`src/rtl/spi_slv_pkg.sv`:
```
package spi_slv_pkg;

    typedef enum logic [1:0] {
        ST_IDLE  = 2'd0,
        ST_LOAD  = 2'd1,
        ST_SHIFT = 2'd2,
        ST_DONE  = 2'd3
    } slv_state_e;

    localparam int          CTRL_W        = 32;
    localparam int          EN_BIT        = 31;
    localparam int          FILL_BIT      = 28;
    localparam int          MODE_LSB      = 12;
    localparam int          MODE_W        = 3;
    localparam int          HD_OUT_BIT    = 1;
    localparam logic [2:0]  MODE_FULL     = 3'b000;
    localparam logic [2:0]  MODE_HALF     = 3'b100;
    localparam logic [31:0] CTRL_RESET    = 32'h0000_0300;
    localparam logic [31:0] CTRL_WR_MASK  = 32'h9000_7F02;

endpackage

```
`src/rtl/spi_slv_sync.sv`:
```
module spi_slv_sync #(
    parameter int               W       = 1,
    parameter int               STAGES  = 2,
    parameter logic [W-1:0]     RST_VAL = '0
) (
    input  logic         clk,
    input  logic         rst_n,
    input  logic [W-1:0] d,
    output logic [W-1:0] q
);
    logic [W-1:0] stage [STAGES];

    generate
        for (genvar s = 0; s < STAGES; s++) begin : g_stage
            always_ff @(posedge clk or negedge rst_n) begin
                if (!rst_n) begin
                    stage[s] <= RST_VAL;
                end else if (s == 0) begin
                    stage[s] <= d;
                end else begin
                    stage[s] <= stage[(s == 0) ? 0 : s-1];
                end
            end
        end
    endgenerate

    assign q = stage[STAGES-1];
endmodule

```
`src/rtl/spi_slv_ctrl.sv`:
```
module spi_slv_ctrl
    import spi_slv_pkg::*;
(
    input  logic              clk,
    input  logic              rst_n,
    input  logic              we,
    input  logic [CTRL_W-1:0] wdata,
    output logic [CTRL_W-1:0] q,
    output logic              enable,
    output logic              fill,
    output logic              mode_full,
    output logic              mode_half,
    output logic              hd_out,
    output logic              flush
);
    logic [MODE_W-1:0] cur_mode;
    logic [MODE_W-1:0] new_mode;

    assign cur_mode = q[MODE_LSB +: MODE_W];
    assign new_mode = wdata[MODE_LSB +: MODE_W];

    always_ff @(posedge clk or negedge rst_n) begin
        if (!rst_n) begin
            q <= CTRL_RESET;
        end else if (we) begin
            q <= wdata & CTRL_WR_MASK;
        end
    end

    assign flush     = we && (new_mode != cur_mode);
    assign enable    = q[EN_BIT];
    assign fill      = q[FILL_BIT];
    assign hd_out    = q[HD_OUT_BIT];
    assign mode_full = (cur_mode == MODE_FULL);
    assign mode_half = (cur_mode == MODE_HALF);
endmodule

```
`src/rtl/spi_slv_fsm.sv`:
```
module spi_slv_fsm
    import spi_slv_pkg::*;
#(
    parameter int WORD_W = 8
) (
    input  logic              clk,
    input  logic              rst_n,
    input  logic              active,
    input  logic              sclk_s,
    input  logic              din,
    input  logic              tx_take,
    input  logic              tx_avail,
    input  logic [WORD_W-1:0] tx_word,
    input  logic              fill,
    output logic              dout,
    output logic              load_o,
    output logic              done_o,
    output logic [WORD_W-1:0] rx_word
);
    localparam int CNT_W = $clog2(WORD_W + 1);
    localparam logic [CNT_W-1:0] LAST_BIT = CNT_W'(WORD_W - 1);

    slv_state_e        state, nxt;
    logic              sclk_d;
    logic              rise, fall;
    logic [CNT_W-1:0]  cnt;
    logic [WORD_W-1:0] tx_sr, rx_sr;

    assign rise = sclk_s & ~sclk_d;
    assign fall = ~sclk_s & sclk_d;

    always_ff @(posedge clk or negedge rst_n) begin
        if (!rst_n) begin
            state <= ST_IDLE;
        end else begin
            state <= nxt;
        end
    end

    always_comb begin
        nxt = state;
        if (!active) begin
            nxt = ST_IDLE;
        end else begin
            unique case (state)
                ST_IDLE:  nxt = ST_LOAD;
                ST_LOAD:  nxt = ST_SHIFT;
                ST_SHIFT: if (rise && cnt == LAST_BIT) nxt = ST_DONE;
                ST_DONE:  nxt = ST_LOAD;
            endcase
        end
    end

    always_ff @(posedge clk or negedge rst_n) begin
        if (!rst_n) begin
            sclk_d <= 1'b0;
            cnt    <= '0;
            tx_sr  <= '0;
            rx_sr  <= '0;
        end else begin
            sclk_d <= sclk_s;
            unique case (state)
                ST_IDLE: cnt <= '0;
                ST_LOAD: begin
                    cnt   <= '0;
                    tx_sr <= (tx_take && tx_avail) ? tx_word : {WORD_W{fill}};
                end
                ST_SHIFT: begin
                    if (rise) begin
                        rx_sr <= {rx_sr[WORD_W-2:0], din};
                        cnt   <= cnt + 1'b1;
                    end else if (fall && cnt != '0) begin
                        tx_sr <= {tx_sr[WORD_W-2:0], fill};
                    end
                end
                ST_DONE: cnt <= '0;
            endcase
        end
    end

    assign dout    = tx_sr[WORD_W-1];
    assign load_o  = (state == ST_LOAD);
    assign done_o  = (state == ST_DONE);
    assign rx_word = rx_sr;
endmodule

```
`src/rtl/spi_slv_bufs.sv`:
```
module spi_slv_bufs #(
    parameter int WORD_W = 8
) (
    input  logic              clk,
    input  logic              rst_n,
    input  logic              flush,
    input  logic              tx_wr,
    input  logic [WORD_W-1:0] tx_data,
    input  logic              tx_pop,
    output logic              tx_full,
    output logic [WORD_W-1:0] tx_hold,
    input  logic              rx_push,
    input  logic [WORD_W-1:0] rx_word,
    input  logic              rx_rd,
    output logic [WORD_W-1:0] rx_data,
    output logic              rx_valid,
    output logic              rx_overrun
);
    always_ff @(posedge clk or negedge rst_n) begin
        if (!rst_n) begin
            tx_full <= 1'b0;
            tx_hold <= '0;
        end else if (flush) begin
            tx_full <= 1'b0;
        end else if (tx_wr) begin
            tx_full <= 1'b1;
            tx_hold <= tx_data;
        end else if (tx_pop) begin
            tx_full <= 1'b0;
        end
    end

    always_ff @(posedge clk or negedge rst_n) begin
        if (!rst_n) begin
            rx_data    <= '0;
            rx_valid   <= 1'b0;
            rx_overrun <= 1'b0;
        end else if (flush) begin
            rx_valid   <= 1'b0;
            rx_overrun <= 1'b0;
        end else if (rx_push) begin
            rx_data  <= rx_word;
            rx_valid <= 1'b1;
            if (rx_valid && !rx_rd) begin
                rx_overrun <= 1'b1;
            end
        end else if (rx_rd) begin
            rx_valid <= 1'b0;
        end
    end
endmodule

```
`src/rtl/spi_slave_engine.sv`:
```
module spi_slave_engine
    import spi_slv_pkg::*;
#(
    parameter int WORD_W = 8
) (
    input  logic              clk,
    input  logic              rst_n,
    input  logic              sclk_i,
    input  logic              cs_n_i,
    input  logic              mosi_i,
    output logic              miso_o,
    input  logic              sio_i,
    output logic              sio_o,
    output logic              sio_oe,
    input  logic              ctrl_we,
    input  logic [31:0]       ctrl_wdata,
    output logic [31:0]       ctrl_q,
    input  logic              tx_wr,
    input  logic [WORD_W-1:0] tx_data,
    output logic              tx_empty,
    input  logic              rx_rd,
    output logic [WORD_W-1:0] rx_data,
    output logic              rx_valid,
    output logic              rx_overrun
);
    logic              enable, fill, mode_full, mode_half, hd_out, flush;
    logic [3:0]        pins_s;
    logic              sclk_s, cs_act, mosi_s, sio_s;
    logic              active, tx_take, rx_take, din, dout;
    logic              load, done, tx_full;
    logic [WORD_W-1:0] tx_hold, rx_word;

    spi_slv_ctrl u_ctrl (
        .clk       (clk),
        .rst_n     (rst_n),
        .we        (ctrl_we),
        .wdata     (ctrl_wdata),
        .q         (ctrl_q),
        .enable    (enable),
        .fill      (fill),
        .mode_full (mode_full),
        .mode_half (mode_half),
        .hd_out    (hd_out),
        .flush     (flush)
    );

    spi_slv_sync #(.W(4), .STAGES(2), .RST_VAL(4'b0010)) u_sync (
        .clk   (clk),
        .rst_n (rst_n),
        .d     ({sio_i, mosi_i, cs_n_i, sclk_i}),
        .q     (pins_s)
    );

    assign sclk_s  = pins_s[0];
    assign cs_act  = ~pins_s[1];
    assign mosi_s  = pins_s[2];
    assign sio_s   = pins_s[3];

    assign active  = enable && cs_act && (mode_full || mode_half);
    assign tx_take = mode_full || (mode_half && hd_out);
    assign rx_take = mode_full || (mode_half && !hd_out);
    assign din     = mode_full ? mosi_s : sio_s;

    spi_slv_fsm #(.WORD_W(WORD_W)) u_fsm (
        .clk      (clk),
        .rst_n    (rst_n),
        .active   (active),
        .sclk_s   (sclk_s),
        .din      (din),
        .tx_take  (tx_take),
        .tx_avail (tx_full),
        .tx_word  (tx_hold),
        .fill     (fill),
        .dout     (dout),
        .load_o   (load),
        .done_o   (done),
        .rx_word  (rx_word)
    );

    spi_slv_bufs #(.WORD_W(WORD_W)) u_bufs (
        .clk        (clk),
        .rst_n      (rst_n),
        .flush      (flush),
        .tx_wr      (tx_wr),
        .tx_data    (tx_data),
        .tx_pop     (load && tx_take),
        .tx_full    (tx_full),
        .tx_hold    (tx_hold),
        .rx_push    (done && rx_take),
        .rx_word    (rx_word),
        .rx_rd      (rx_rd),
        .rx_data    (rx_data),
        .rx_valid   (rx_valid),
        .rx_overrun (rx_overrun)
    );

    assign tx_empty = ~tx_full;
    assign miso_o   = (active && mode_full) ? dout : 1'b0;
    assign sio_oe   = active && mode_half && hd_out;
    assign sio_o    = sio_oe ? dout : 1'b0;
endmodule

```
`config.mk`:
```
export PLATFORM = sky130hd
export DESIGN_NAME = spi_slave_engine
export DESIGN_NICKNAME = d
export VERILOG_FILES = /design/src/rtl/spi_slv_pkg.sv /design/src/rtl/spi_slv_sync.sv /design/src/rtl/spi_slv_ctrl.sv /design/src/rtl/spi_slv_fsm.sv /design/src/rtl/spi_slv_bufs.sv /design/src/rtl/spi_slave_engine.sv
export SDC_FILE = /design/constraint.sdc
export NUM_CORES = 1
export LEC_CHECK = 0
export ABC_AREA = 1
export ABC_CLOCK_PERIOD_IN_PS = 1900
export BUFFER_PORTS_ARGS = -buffer_cell sky130_fd_sc_hd__buf_2
export CORE_MARGIN = 10
export CORE_UTILIZATION = 50
export DETAILED_ROUTE_END_ITERATION = 10
export HOLD_SLACK_MARGIN = 0.02
export PLACE_DENSITY_LB_ADDON = 0.08
export SLEW_MARGIN = 20
export SYNTH_ARGS = -nofsm -noshare
export SYNTH_HDL_FRONTEND = slang
export SYNTH_SLANG_ARGS = --single-unit
```
`constraint.sdc`:
```
create_clock -name clk -period 1.9 [get_ports clk]
set_input_delay 0.285 -clock clk [delete_from_list [all_inputs] [get_ports clk]]
set_output_delay 0.285 -clock clk [all_outputs]
set_load 0.03 [all_outputs]
```
# Yosys cells after proc, flatten, opt, wreduce, memory -nomap -nowiden

Index checks and enable logic that the tools add are counted.

Bitwise gates (word level): 7
Add/sub/neg operators: 1
Reductions and logical operators: 34
Mux-type cells: 21
Equal/unequal tests: 10

Operator list:

| kind                                                                     | count |
|---|---|
| 8-bit two-way mux                                                        | 3 |
| 8-bit case mux with 2 select lines                                       | 1 |
| 1-bit logical AND                                                        | 14 |
| 1-bit two-way mux                                                        | 12 |
| 4-bit case mux with 2 select lines                                       | 1 |
| 2-bit AND reduction                                                      | 4 |
| 2-bit case mux with 3 select lines                                       | 1 |
| 2-bit nonzero test                                                       | 3 |
| 3-bit nonzero test                                                       | 2 |
| 1-bit NOT                                                                | 5 |
| 4-bit by 1-bit adder with 4-bit output (second input constant)           | 1 |
| 2-bit equality test (second input constant)                              | 2 |
| 4-bit by 3-bit equality test with 1-bit output (second input constant)   | 1 |
| 2-bit two-way mux                                                        | 2 |
| 4-bit two-way mux                                                        | 1 |
| 2-bit by 1-bit inequality test with 1-bit output (second input constant) | 2 |
| 4-bit nonzero test                                                       | 1 |
| 3-bit equality test (second input constant)                              | 1 |
| 3-bit logical NOT                                                        | 1 |
| 1-bit logical OR                                                         | 3 |
| 3-bit by 2-bit inequality test with 1-bit output (second input constant) | 1 |
| 3-bit inequality test                                                    | 1 |
| 3-bit AND reduction                                                      | 1 |
| 3-bit OR reduction                                                       | 1 |
| 6 further kinds                                                          | 8 |

Bits of input ports: 49
Bits in registers: 60
Logic and storage cells: 86

# Depth between registers and ports, before layout

Depth in word-level cells: 7
Depth in mapped cells: 8
Gate-level depth less buffers: 8

# Cells and area by module

From an unflattened synthesis, not the netlist that was laid out.

Cell total of the unflattened synthesis: 347
Area, all modules: 2,897.8 µm²

By module, submodules not included:

| module           | times used | seq. area each (µm²) | cells an instance | area an instance (µm²) |
|---|---|---|---|---|
| spi_slv_fsm      | 1          | 575.6                | 149               | 1,211.2 |
| spi_slv_bufs     | 1          | 475.5                | 84                | 729.4 |
| spi_slv_ctrl     | 1          | 252.7                | 82                | 631.9 |
| spi_slv_sync     | 1          | 202.7                | 12                | 232.7 |
| spi_slave_engine | 1          | 0.0                  | 20                | 92.6 |

# Worst setup path after synthesis

Ideal clock, no wire load.

Kind: flip-flop to output port
Start point: reg u_ctrl.q[12]
End point: out sio_o
Arrival time: 1.500 ns
Cell stages (with the launch flop): 4
Data required time: 1.615 ns
Slack: 0.115 ns
Path through: dfrtp_1 nor2_4 nand3_1 nor3_1

Word-level cells in the longest chain between the ends: 6
Elaborated cells between the ends (all ways): 7
Those cells by class: eq/ne: 1; mux: 1; reduce/logical: 5

Ends and longest elaborated chain:

| what                                                            | RTL line                               | text |
|---|---|---|
| from (decl)                                                     | spi_slv_ctrl.sv:8                      | `output logic [CTRL_W-1:0] q,` |
| from (signal assigned)                                          | spi_slv_ctrl.sv:26                     | `q <= wdata & CTRL_WR_MASK;` |
| 3-bit equality test / 3-bit logical NOT (equally long branches) | spi_slv_ctrl.sv:35, spi_slv_ctrl.sv:34 |  |
| 1-bit logical OR                                                | spi_slave_engine.sv:59                 | `assign active = enable && cs_act && (mode_full \|\| mode_half);` |
| 1-bit logical AND                                               | spi_slave_engine.sv:59                 |  |
| 1-bit logical AND (*) (2 in series)                             | spi_slave_engine.sv:99                 | `assign sio_oe = active && mode_half && hd_out;` |
| 1-bit two-way mux (*)                                           | spi_slave_engine.sv:100                | `assign sio_o = sio_oe ? dout : 1'b0;` |
| to (decl)                                                       | spi_slave_engine.sv:13                 | `output logic sio_o,` |

Mark *: on every way between the ends. The rest lies on a longest branch, timed or not.

# Worst setup path in the final report

Start point: reg u_ctrl.q[12]
End point: out miso_o

Word-level cells in the longest chain between the ends: 5
Elaborated cells between the ends (all ways): 6
Those cells by class: eq/ne: 1; mux: 1; reduce/logical: 4

Ends and longest elaborated chain:

| what                                                            | RTL line                               | text |
|---|---|---|
| 3-bit equality test / 3-bit logical NOT (equally long branches) | spi_slv_ctrl.sv:35, spi_slv_ctrl.sv:34 |  |
| 1-bit logical OR                                                | spi_slave_engine.sv:59                 |  |
| 1-bit logical AND                                               | spi_slave_engine.sv:59                 |  |
| 1-bit logical AND (*)                                           | spi_slave_engine.sv:98                 | `assign miso_o = (active && mode_full) ? dout : 1'b0;` |
| 1-bit two-way mux (*)                                           | spi_slave_engine.sv:98                 |  |
| to (decl)                                                       | spi_slave_engine.sv:11                 | `output logic miso_o,` |

Marked as above.

==> out/summary.txt <==
Top-count cell post-synth -> nand2_1
Fin cells -> 442
Clk_lat worst skew -> 330 ps
Int Pwr -> 2204 uW
Worst EP arrival -> 1430 ps
Clock slew at reported path FFs -> 70 ps
Clock share of power -> 36.4%
# fillers -> 526
Syn Std Cell Area -> 0.002856 mm2
Min setup slack post-route -> 181.6 ps
Max-Cap Viols -> 0
Detailed-route DRC error count -> 0
Worst Clk Skew -> 6.211 ps
Placed cells -> 425
Worst vdd ir -> 535.7 uV
Grt ovf -> 0
Synth Instances -> 306
Post-DP HPWL -> 4505 um
DR pass1 iterations -> 4
Average via count per standard cell -> 4.631
Dpl ws -> 431.3 ps
Via count of the first global-routing pass -> 2150
RSZ-0062 raised after global routing -> no
Area delta synth->final -> 16.03%
Status -> completed
Post-cts hold buffer count -> 1
Gr usage total -> 14.06%
Rel. slew slack -> 65.63%
Sink Count -> 60
Async S/R FF share, synth -> 100.0%
Area of the multi-input gates -> 0.001109 mm2
CP Launch Type -> flop
Core ar. -> 0.005540 mm2
Worst-Margin Slew -> 515.6 ps
Antenna diodes -> 0
Final antenna-violating net count -> 0
CTS Buffer Depth -> 2
Fin Setup TNS -> 0 ps
Min Tclk post-route -> 1718 ps
Primary FF master, synth -> dfrtp_1
Port buffer count -> 50
Final period util -> 90.44%
Setup violators final -> 0
Final instance area -> 0.003314 mm2
Post-synthesis sequential area ratio -> 52.74%
Critical-path maximum fanout -> 6
Setup bufs post-CTS -> 0
Share of the synthesized area in the top cell type -> 49.06%
H-Tree Depth -> 3
Largest cells by area after synthesis -> dfrtp_1 49%, nand2_1 11%, buf_4 6.6%
Final Hold Viols -> 0
Mean post-synth cell area -> 9.335 um2
Post-DR wirelength/cell -> 13.41 um
Global-route wire length before repair -> 10110 um
Reg power frac -> 48.7%
Gate power share -> 14.9%
Synth cell types -> 30
GPL Wtd Cong -> 0.7951
Layout cells sized above 1 -> 28.38%
Largest net degree at the start of global routing -> 40
Syn. warnings -> 0
CTS tree -> yes
DR vias -> 2047
Static leakage -> 0.001738 uW
Final Core Density -> 59.82%
Register area -> 0.001506 mm2
WP data required -> 1620 ps
DRT iter0 DRCs -> 84
Die height -> 95.59 um
Worst hold path type -> input port to flop
Commonest cells in the synthesized netlist -> 82 x nand2_1, 56 x dfrtp_1, 28 x nor2_1
Final Max Slew Viols -> 0
I/O pin total -> 95
Final wirelength -> 5926 um
PwrDens -> 931.4 mW/mm2
F_max -> 0.5819 GHz
Num CTS Buffers -> 9
Clock root buffer -> clkbuf_8
Die Width -> 95.59 um
Placed inst area -> 0.003110 mm2
Post-synth EDFFs -> 0
Net count, final -> 419
Setup crit end kind -> output port
CP Class -> flop to output port
Post_cts resized -> 0
Sw power -> 882.4 uW
Initial antenna violation count -> 0
Sw frac -> 28.59%
# rows -> 27
Yosys top cell by area -> dfrtp_1
Initial core utilization -> 51.56%
Die ar. -> 0.009136 mm2
Synth Register Bits -> 60
[through the flow]
step	hold slack, ps	power [uW]
2_1_floorplan	-10.59	1876
3_3_place_gp	284.6	1966
3_5_place_dp	288.7	1990
4_1_cts	33.37	3122
5_1_grt	34.03	3248
6_report	44.51	3087
[power by group through the flow]
| stage | clock network (uW) | registers (uW) | logic (uW) |
|---|---|---|---|
| after detailed placement | 0 | 1530 | 465 |
| after global routing | 1220 | 1520 | 511 |
| after floorplan | 0 | 1530 | 345 |
| after global placement | 0 | 1510 | 451 |
| final | 1120 | 1500 | 460 |
| after CTS | 1150 | 1500 | 465 |
[area by class of cell]
type | instances | share of cell area, %
sequential | 60 | 45.45
multi-input combinational | 212 | 33.45
timing repair buffer | 58 | 9.815
clock buffer | 12 | 4.379
inverter | 24 | 2.718
tap | 72 | 2.718
clock inverter | 4 | 1.472
[logic make-up after synthesis]
logic type,Yosys count,share of synthesized area [%]
mux,7,2.760
fa+ha+maj,5,2.190
other cells,1,0.1313
flops,60,52.74
compound gates,21,4.818
xor+xnor,4,1.226
buf+inv,55,11.21
simple gates,153,24.92
[sequential cells by signal, summed over array words and instances, names as in the netlist, 4 cells and up]
| register | flops |
|---|---|
| u_bufs.rx_data | 8 |
| u_bufs.tx_hold | 8 |
| u_ctrl.q | 10 |
| u_fsm.cnt | 4 |
| u_fsm.rx_word | 8 |
| u_fsm.tx_sr | 8 |
| u_sync.q | 4 |
| u_sync.stage | 4 |
[layout by cell type, fill, tap and decap left out, types with 7 or more instances in the layout]
cell type,netlist,routed
conb_1,1,22
buf_2,4,50
mux2_2,7,7
inv_1,21,21
nand3_2,8,8
nand3_1,21,21
clkbuf_8,0,10
dfrtp_1,56,56
nor2_1,28,28
nand2_1,82,82
o21ai_0,10,10
[path summary, 6_finish.rpt]
path                                      start                end  slack [ps]  depth (start not counted)
worst max-delay path               u_ctrl.q[12]             miso_o         180                          4
min in group asynchronous                 rst_n        u_ctrl.q[1]         460                          2
max in group asynchronous                 rst_n   u_fsm.rx_word[0]         860                          3
worst max register to register     u_ctrl.q[12]  u_bufs.rx_data[5]         430                          6
worst min-delay path                     cs_n_i    u_sync.stage[5]          40                          1
worst min register to register  u_sync.stage[7]        u_sync.q[3]         350                          0
[layer usage]
layer / vias to the layer above / share of wire, % / global-route usage [%]
met5: - / 0 / 0
met4: 0 / 1.3 / 6.634
met3: 8 / 4.3 / 3.614
met2: 31 / 50 / 23.02
met1: 968 / 44 / 16.91
li1: 1040 / - / -
[worst max-delay path, cell delays in order (launching register included)]
cell	delay [ps]
dfrtp_1	440
nor2_4	200
nand2_1	100
nor3_1	130
buf_2	230
Note: power is estimated with default switching activity, not from simulation.
